==> src/rtl/dram_win_pkg.sv <==
package dram_win_pkg;
  localparam int ADDR_W    = 36;
  localparam int GRAN_SH   = 20;
  localparam int LIM_W     = ADDR_W - GRAN_SH;
  localparam int DATA_W    = 32;
  localparam int BE_W      = DATA_W / 8;
  localparam int LOW_GB_SH = 32;
  localparam logic [LIM_W-1:0] FOUR_GB_REGION = LIM_W'(1) << (LOW_GB_SH - GRAN_SH);
  localparam logic [1:0] WORD_LIMIT = 2'd0;
  localparam logic [1:0] WORD_GFX   = 2'd1;
  localparam logic [DATA_W-1:0] GFX_MASK = 32'hFFF0_0000;
  localparam logic [DATA_W-1:0] LIM_MASK = 32'h0000_FFFF;
endpackage

==> src/rtl/dw_lock_reg.sv <==
module dw_lock_reg #(
  parameter int W = 32,
  parameter logic [W-1:0] WMASK = '1
) (
  input  logic           clk,
  input  logic           rst_n,
  input  logic           wr,
  input  logic           lock,
  input  logic [W/8-1:0] be,
  input  logic [W-1:0]   wdata,
  output logic [W-1:0]   q
);
  localparam int NB = W / 8;
  logic [W-1:0] q_r;

  for (genvar b = 0; b < NB; b++) begin : g_byte
    always_ff @(posedge clk) begin
      if (!rst_n)
        q_r[b*8 +: 8] <= '0;
      else if (wr && !lock && be[b])
        q_r[b*8 +: 8] <= (wdata[b*8 +: 8] & WMASK[b*8 +: 8]) |
                         (q_r[b*8 +: 8] & ~WMASK[b*8 +: 8]);
    end
  end

  assign q = q_r & WMASK;
endmodule

==> src/rtl/dw_lock_ctl.sv <==
module dw_lock_ctl (
  input  logic clk,
  input  logic rst_n,
  input  logic trust_lock,
  input  logic mgmt_lock,
  input  logic lock_cmd,
  output logic lim_locked,
  output logic gfx_locked,
  output logic cmd_locked
);
  always_ff @(posedge clk) begin
    if (!rst_n)        cmd_locked <= 1'b0;
    else if (lock_cmd) cmd_locked <= 1'b1;
  end

  assign lim_locked = trust_lock;
  assign gfx_locked = mgmt_lock | lock_cmd | cmd_locked;
endmodule

==> src/rtl/dw_upper_decode.sv <==
module dw_upper_decode #(
  parameter int ADDR_W  = 36,
  parameter int GRAN_SH = 20,
  parameter int LOW_SH  = 32
) (
  input  logic [ADDR_W-1:0]         addr,
  input  logic [ADDR_W-GRAN_SH-1:0] limit,
  output logic                      hit
);
  localparam int RW = ADDR_W - GRAN_SH;
  logic [RW-1:0] region;
  logic          above_low;
  logic          below_top;

  assign region    = addr[ADDR_W-1:GRAN_SH];
  assign above_low = |addr[ADDR_W-1:LOW_SH];
  assign below_top = region < limit;
  assign hit       = above_low & below_top;
endmodule

==> src/rtl/dram_window_regs.sv <==
module dram_window_regs
  import dram_win_pkg::*;
(
  input  logic              clk,
  input  logic              rst_n,
  input  logic              cfg_wr,
  input  logic [3:0]        cfg_off,
  input  logic [BE_W-1:0]   cfg_be,
  input  logic [DATA_W-1:0] cfg_wdata,
  output logic [DATA_W-1:0] cfg_rdata,
  input  logic              trust_lock,
  input  logic              mgmt_lock,
  input  logic              lock_cmd,
  input  logic [ADDR_W-1:0] host_addr,
  output logic              dram_hit
);
  logic [1:0]        word;
  logic              lim_locked, gfx_locked, cmd_locked;
  logic [DATA_W-1:0] lim_word, gfx_q;
  logic [LIM_W-1:0]  lim_q;

  assign word = cfg_off[3:2];

  dw_lock_ctl u_lock (
    .clk(clk), .rst_n(rst_n), .trust_lock(trust_lock), .mgmt_lock(mgmt_lock),
    .lock_cmd(lock_cmd), .lim_locked(lim_locked), .gfx_locked(gfx_locked),
    .cmd_locked(cmd_locked)
  );

  dw_lock_reg #(.W(DATA_W), .WMASK(LIM_MASK)) u_lim (
    .clk(clk), .rst_n(rst_n), .wr(cfg_wr && word == WORD_LIMIT),
    .lock(lim_locked), .be(cfg_be), .wdata(cfg_wdata), .q(lim_word)
  );

  dw_lock_reg #(.W(DATA_W), .WMASK(GFX_MASK)) u_gfx (
    .clk(clk), .rst_n(rst_n), .wr(cfg_wr && word == WORD_GFX),
    .lock(gfx_locked), .be(cfg_be), .wdata(cfg_wdata), .q(gfx_q)
  );

  assign lim_q = lim_word[LIM_W-1:0];

  always_comb begin
    case (word)
      WORD_LIMIT: cfg_rdata = lim_word;
      WORD_GFX:   cfg_rdata = gfx_q;
      default:    cfg_rdata = '0;
    endcase
  end

  dw_upper_decode #(.ADDR_W(ADDR_W), .GRAN_SH(GRAN_SH), .LOW_SH(LOW_GB_SH)) u_dec (
    .addr(host_addr), .limit(lim_q), .hit(dram_hit)
  );
endmodule

==> config.mk <==
export PLATFORM = sky130hd
export DESIGN_NAME = dram_window_regs
export DESIGN_NICKNAME = d
export VERILOG_FILES = /design/src/rtl/dram_win_pkg.sv /design/src/rtl/dw_lock_reg.sv /design/src/rtl/dw_lock_ctl.sv /design/src/rtl/dw_upper_decode.sv /design/src/rtl/dram_window_regs.sv
export SDC_FILE = /design/constraint.sdc
export NUM_CORES = 1
export LEC_CHECK = 0
export CAP_MARGIN = 10
export CORE_MARGIN = 1.5
export CORE_UTILIZATION = 39
export CTS_CLUSTER_DIAMETER = 60
export DETAILED_ROUTE_END_ITERATION = 12
export GPL_TIMING_DRIVEN = 0
export PLACE_DENSITY = 0.89
export SYNTH_ARGS = -nofsm -noshare
export SYNTH_HDL_FRONTEND = slang
export SYNTH_SLANG_ARGS = --single-unit
==> constraint.sdc <==
create_clock -name clk -period 3.21 [get_ports clk]
set_clock_uncertainty 0.15 [all_clocks]
set_input_delay 0.4815 -clock clk [delete_from_list [all_inputs] [get_ports clk]]
set_output_delay 0.4815 -clock clk [all_outputs]
set_load 0.05 [all_outputs]
# After elaboration in Yosys (flattened, before gate mapping)
# Index checks and enable logic that the tools add are counted.
dict set report op_classes {
  mux 1
  order_cmp 1
  bitwise_logic 4
  eq_ne 1
  reduce_logical 12
}
# op count
set op_table {}
lappend op_table {{32-bit case mux with 2 select lines} 1}
lappend op_table {{16-bit < comparator} 1}
lappend op_table {{1-bit logical AND} 8}
lappend op_table {{8-bit by 4-bit bitwise OR with 8-bit output} 1}
lappend op_table {{4-bit OR reduction} 1}
lappend op_table {{2-bit by 1-bit == test with 1-bit output, second input constant} 1}
lappend op_table {{1-bit zero test} 2}
lappend op_table {{2-bit zero test} 1}
lappend op_table {{1-bit bitwise OR} 2}
lappend op_table {{1-bit AND} 1}
dict set report totals {
  in_bits 82
  ff_bits 33
  word_cells 24
}

# Longest topological paths before layout
# Gate-level depths: netlist (run 1).
dict set report logic_depth {
  depth_word 5
  ltp_mapped 6
}

# Modules after synthesis
# Synthesis (run 1) repeated with hierarchy kept, for this count alone.
dict set report hier_totals {
  cells_unflattened 291
  hier_area_um2 2409.8
}
# mod area_per_inst_um2 cells_each n_inst
set by_module_without_submodules {}
lappend by_module_without_submodules {{dw_lock_reg (u_lim)} 779.5 88 1}
lappend by_module_without_submodules {{dw_lock_reg (u_gfx)} 653.1 75 1}
lappend by_module_without_submodules {dram_window_regs 545.5 74 1}
lappend by_module_without_submodules {dw_upper_decode 390.4 50 1}
lappend by_module_without_submodules {dw_lock_ctl 41.3 4 1}

# Worst setup path before layout (run 1)
# OpenSTA, ideal clock, no wires.
dict set report synth_timing {
  kind {input to output}
  from {input port host_addr[29]}
  to {output port dram_hit}
  required_time_ns 2.579
  cell_stages 5
  setup_slack_ns -0.015
  t_arrival_ns 2.594
  path_buffers 0
  path_cell_list {ha_1 -> a21o_1 -> a21o_1 -> a221o_1 -> a211oi_1}
}
dict set report synth_between {
  elab_chain_len 2
}
# element line_no
set synth_rtl {}
lappend synth_rtl {{start: declaration} dram_window_regs.sv:14} ;# input logic [ADDR_W-1:0] host_addr,
lappend synth_rtl {{16-bit < comparator} dw_upper_decode.sv:17} ;# assign below_top = region < limit;
lappend synth_rtl {{1-bit AND} dw_upper_decode.sv:18} ;# assign hit = above_low & below_top;
lappend synth_rtl {{end: declaration} dram_window_regs.sv:15} ;# output logic dram_hit
# No other way between the ends.

# Final worst setup path (run 1)
dict set report layout_timing {
  from {input port host_addr[25]}
  to {output port dram_hit}
}
# Same word-level chain as after synthesis.

==> results of run 1 <==
## final cells by class
type	count	share of cell area
Multi-Input combinational cell	148	0.384
Timing Repair Buffer	79	0.291
Sequential cell	29	0.215
Buffer	15	0.0325
Clock buffer	7	0.0320
Tap cell	52	0.0241
Inverter	15	0.0209
## registers in the layout, indices dropped and copies added, names as in the netlist
| signal | cells |
|---|---|
| u_gfx.q | 12 |
| u_lim.q | 16 |
| u_lock.cmd_locked | 1 |
## cell families (layout without fill, tap and decap cells)
family	Yosys count	count (layout)
flops	29	29
other cells	1	4
compound gates	29	29
simple gates	88	88
mux	12	12
fa+ha+maj	15	15
buf+inv	30	116
## worst paths after layout
| path | endpoint | depth (start not counted) | startpoint | slack (ns) |
|---|---|---|---|---|
| worst max-delay path | dram_hit | 7 | host_addr[25] | 0.13 |
| worst min-delay path | u_lim.q[13] | 2 | u_lim.q[13] | 0.31 |
| worst max register to register | u_gfx.q[30] | 4 | u_lock.cmd_locked | 1.78 |
| worst min register to register | u_lim.q[13] | 2 | u_lim.q[13] | 0.31 |
## through the flow
| stage | total power [mW] | TNS, ns | worst slack (ns) | cells | cell area, um2 |
|---|---|---|---|---|---|
| after floorplan | 0.449 | 0 | 0.448 | 207 | 1760 |
| after global placement | 0.529 | -0.328 | -0.328 | 338 | 2620 |
| after detailed placement | 0.532 | -0.377 | -0.377 | 338 | 2620 |
| after CTS | 0.831 | 0 | 0.0330 | 345 | 2700 |
| after global routing | 0.863 | 0 | 0.0600 | 345 | 2700 |
| final | 0.824 | 0 | 0.131 | 345 | 2700 |
## routing by layer
metal | part of all wire | track usage | routed length, um
met4 | 0.034 | 0.0897 | 161
met2 | 0.48 | 0.340 | 2280
met1 | 0.44 | 0.247 | 2110
met5 | 0 | 0 | 0
met3 | 0.048 | 0.0404 | 232
## worst min-delay path, cell delays in order, from the launching register on
cell and delay [ns]:
dfxtp_1 0.30, nand2_1 0.05, a21boi_0 0.06
## power groups by stage
stage | logic (mW) | clock network, mW | registers [mW]
floorplan | 0.0760 | 0 | 0.373
global placement | 0.155 | 0 | 0.374
detailed placement | 0.158 | 0 | 0.374
CTS | 0.159 | 0.305 | 0.366
global route | 0.172 | 0.325 | 0.366
finish | 0.159 | 0.300 | 0.366
## synth_stat cells (all sizes together) (2+ instances only)
library cell and count:
dfxtp 29, nand2 19, a21boi 16, nand3 16, ha 15, inv 15
nor3 15, nor2b 14, and2 12, mux2i 12, buf 8, clkbuf 7
a21o 4, a21oi 3, and4 3, nand4 2, nor2 2
## repair_timing
action / 4_1_cts / 5_1_grt
endpoints found under the hold margin: 0 / 0
setup endpoints to repair: 1 / 1
gates resized for setup: 3 / 2
==> reports/qor.yml, run 1 <==
layout:
  num-fill-cells: 382
  area_growth_pct: 54.7
  antenna_cells: 0
  final_cell_mix: "clkdlybuf4s50_1 (78), dfxtp_1 (29), nand2_1 (19)"
  seqCellArea_um2: 581
  layout_commonest_cell: "clkdlybuf4s50_1"
  final_util: 0.624
  fin_nets: 390
  drive_above_1_share: 0.0580
  multi_input_area_um2: 1030
sta:
  drv_slew: 0
  tightest_slew_ns: 0.601
  relSlewSlack: 0.598
  fin_crit_sh: 0.959
  timing.hold.ws_ns: 0.313
  period_needed_ns: 3.08
  fmax_mhz: 325
  setup_viol: 0
  rsz0062_at_grt: "false"
  finalHoldViolCount: 0
clock_network:
  cts-root-buf: "clkbuf_8"
  post_cts_buffers: 0
  cts_tree: "yes"
  cts.clk_slew.worst_paths_ns: 0.05
  clockBufferDepth: 2
  hold_buffers: 0
  htreeDepth: 2
  clkLatencyLatePin_ns: 0.28
  clock_sinks: 29
  cts_buffers: 5
yosys:
  synth-simple-area-share: 0.283
  synth_fa_ha_area_frac: 0.108
  seq_area_frac_synth: 0.333
  synthFlopType: "dfxtp_1"
  syn_avg_cell_area_um2: 8.54
  yosys_warnings: 0
  synth-edff-count: 0
  synth_top_family_by_area: "simple AND/OR/NAND/NOR gates"
  synth_top_area_frac: 0.333
  synth_area_leaders: "dfxtp_1 (33%), ha_1 (11%), mux2i_1 (6.9%)"
  synth_largest_area_cell: "dfxtp_1"
  synth-compound-area-share: 0.123
  yosysUniqueCellTypes: 34
  yosys-mux-area-fraction: 0.0689
  synthArstFlopShare: 0
  syn_area_um2: 1740
  ys_seq_elements: 29
  synth_xor_area_frac: 0
  syn_inst: 204
worst_setup_path:
  crit_chain: "clkdlybuf4s50_1 -> ha_1 -> a21oi_1 -> o21ai_0 -> a221o_1 -> a211oi_2 -> buf_2"
  crit_family: "compound AO/OA/AOI/OAI gates"
  worstSetupEndpointType: "primary output"
  crit_arrival_ns: 2.45
  slowest_delay_ns: 0.44
  cp_slowest_cell: "clkdlybuf4s50_1"
  crit_required_ns: 2.58
  cp-start-kind: "input pin"
  path_class: "in2out"
  path_buf_inv: 2
  path_max_fanout: 2
global_route:
  grt_max_degree: 11
  grt_pass1_wl_mm: 7.96
  grt_usage: 0.201
  antenna_found_initial: 0
  grt_pass1_vias: 1801
  grt.overflow.total: 0
power_and_ir_drop:
  p_comb_frac: 0.192
  p_int_mw: 0.622
  swShare: 0.245
  p_leak_nw: 1.05
  switchingPower_mw: 0.202
  pwr-share-seq: 0.444
  irDropWorstVdd_mv: 0.180
  power_density_nw_per_um2: 306
  p_clk_frac: 0.363
floorplanning:
  dieArea_um2: 4880
  die_x_um: 69.9
  core_area_um2: 4320
  num_io_pins: 115
  dieHeight_um: 69.9
  start_util: 0.403
  rows: 24
outcome:
  status: "completed"
placed_design:
  routabilityCongestion: 0.830
  post-dp-hpwl_mm: 3.86
  io_buffers: 79
routing:
  firstDrtPassIters: 4
  avgRoutedWirePerCell_um: 13.9
  vias: 1721
  drt-total-wl_mm: 4.79
  ant_nets: 0
  vias_per_cell: 4.99
  drc: 0
  drtIter0Drc: 59
run:
  cap_violations: 0
min_path:
  hold_class: "reg2reg"
Note: power is estimated with default switching activity, not from simulation.
==> run 2, diff against run 1 <==
CORE_MARGIN = not set   (was 1.5)
==> reports/qor.yml, run 2 (synthesis gave the netlist of run 1 again) <==
placed_design:
  routabilityCongestion: 0.814  # -1.9%
  io_buffers: 79  # unchanged
  post-dp-hpwl_mm: 3.96  # +2.6%
  place_area_um2: 2610  # about the same
global_route:
  grt.overflow.total: 0  # unchanged
  grt_usage: 0.214  # +0.0130
  grt_pass1_wl_mm: 7.29  # -8.4%
  antenna_found_initial: 0  # unchanged
  grt_max_degree: 11  # unchanged
  grt_pass1_vias: 1628  # -9.6%
routing:
  vias: 1703  # -1.0%
  vias_per_cell: 4.95  # -0.76%
  firstDrtPassIters: 4  # unchanged
  drc: 0  # unchanged
  drtIter0Drc: 73  # +24%
  ant_nets: 0  # unchanged
  drt-total-wl_mm: 4.91  # +2.4%
  avgRoutedWirePerCell_um: 14.3  # +2.7%
floorplanning:
  rows: 23  # -4.2%
  start_util: 0.421  # +0.0175
  dieArea_um2: 4740  # -2.8%
  dieHeight_um: 68.9  # -1.4%
  num_io_pins: 115  # unchanged
  die_x_um: 68.9  # -1.4%
  core_area_um2: 4140  # -4.2%
layout:
  drive_above_1_share: 0.0646  # +0.00661
  largest_reg_flops: 16  # unchanged
  area_growth_pct: 54.9
  layout_commonest_cell: "clkdlybuf4s50_1"
  antenna_cells: 0  # unchanged
  fin_nets: 390  # unchanged
  final_cell_mix: "clkdlybuf4s50_1 (78), dfxtp_1 (29), nand2_1 (19)"
  stdcell_area_um2: 2700  # +0.14%
  num-fill-cells: 366  # -4.2%
clock_network:
  htreeDepth: 2  # unchanged
  cts.clk_slew.worst_paths_ns: 0.06  # about the same
  cts-root-buf: "clkbuf_8"
  cts_buffers: 5  # unchanged
  clkLatencyLatePin_ns: 0.28  # about the same
  cts_tree: "yes"
  clockBufferDepth: 2  # unchanged
  post_cts_buffers: 0  # unchanged
  clock_sinks: 29  # unchanged
worst_setup_path:
  worstSetupEndpointType: "primary output"
  r2r_end: "u_gfx.q[24]"
  crit_arrival_ns: 2.50  # +0.05 ns
  path_max_fanout: 2  # unchanged
  r2r_cells: 4  # unchanged
  path_class: "in2out"
  crit_required_ns: 2.58  # about the same
  r2r_start: "u_lock.cmd_locked"
  cp-start-kind: "input pin"
  r2r_setup_slack_ns: 1.73  # -0.05 ns
sta:
  relSlewSlack: 0.594  # -0.00360
  fmax_mhz: 320  # -1.6%
  timing.hold.ws_ns: 0.306  # -0.00772 ns
  tightest_slew_ns: 0.606  # +0.00538 ns
  setup_viol: 0  # unchanged
  fin_crit_sh: 0.975  # +0.0158
  drv_slew: 0  # unchanged
  tns_ns: 0  # unchanged
  finalHoldViolCount: 0  # unchanged
  period_needed_ns: 3.13  # +0.0508 ns
  rsz0062_at_grt: "false"
min_path:
  hold_class: "reg2reg"
  hold_path.startpoint: "u_lim.q[6]"
  holdPathEnd: "u_lim.q[6]"
  whs_path_depth: 2  # unchanged
outcome:
  status: "completed"
power_and_ir_drop:
  irDropWorstVdd_mv: 0.223  # +24%
  power_density_nw_per_um2: 304  # -0.72%
  fin_total_pwr_mw: 0.820  # -0.59%
  p_leak_nw: 1.05  # about the same
run:
  cap_violations: 0  # unchanged
[run 2: metal layers]
metal	up-vias	GRT usage	routed length, um
li1	874	-	-
met1	774	0.265	2080
met2	44	0.358	2490
met3	11	0.0345	243
met4	0	0.105	102
met5	-	0	0
[run 2: timing repair]
| action | CTS | global route |
|---|---|---|
| gates resized for setup | 3 | 0 |
| setup endpoints to repair | 1 | 0 |
| hold buffers | 0 | 0 |
[run 2: worst max-delay path by stage]
stage                       start  endpoint  slack (ns)  depth (start not counted)
finish              host_addr[29]  dram_hit        0.08                          7
global route        host_addr[29]  dram_hit        0.02                          7
CTS                 host_addr[29]  dram_hit        0.08                          7
detailed placement  host_addr[29]  dram_hit       -0.33                          7
global placement    host_addr[29]  dram_hit       -0.34                          7
floorplan           host_addr[29]  dram_hit        0.45                          5
[run 2: power by group]
part | internal, mW | switching, mW
Combinational | 0.0894 | 0.0711
Clock | 0.149 | 0.144
Sequential | 0.364 | 0.00197
[run 2: cell type report]
type                    count  area [um2]  area share
multi-input cells         148        1030       0.383
repair buffers             79         792       0.293
flip-flops and latches     29         581       0.215
plain buffers              15        87.6      0.0324
clock buffers               5        68.8      0.0255
well taps                  50        62.6      0.0232
inverters                  15        56.3      0.0209
clock inverters             3        17.5     0.00649
[run 2: worst max-delay path, stage by stage]
cell and delay [ns]:
clkdlybuf4s50_1 0.42, ha_1 0.31, a21o_1 0.18, a21o_1 0.17
a221o_1 0.31, a211oi_2 0.23, clkdlybuf4s15_2 0.40
[run 2: per-stage QoR]
step / cells / utilization / worst slack [ns]
2_1_floorplan: 207 / - / 0.448
3_3_place_gp: 336 / 0.630 / -0.342
3_5_place_dp: 336 / 0.630 / -0.330
4_1_cts: 344 / 0.652 / 0.0845
5_1_grt: 344 / 0.652 / 0.0156
6_report: 344 / 0.652 / 0.0803
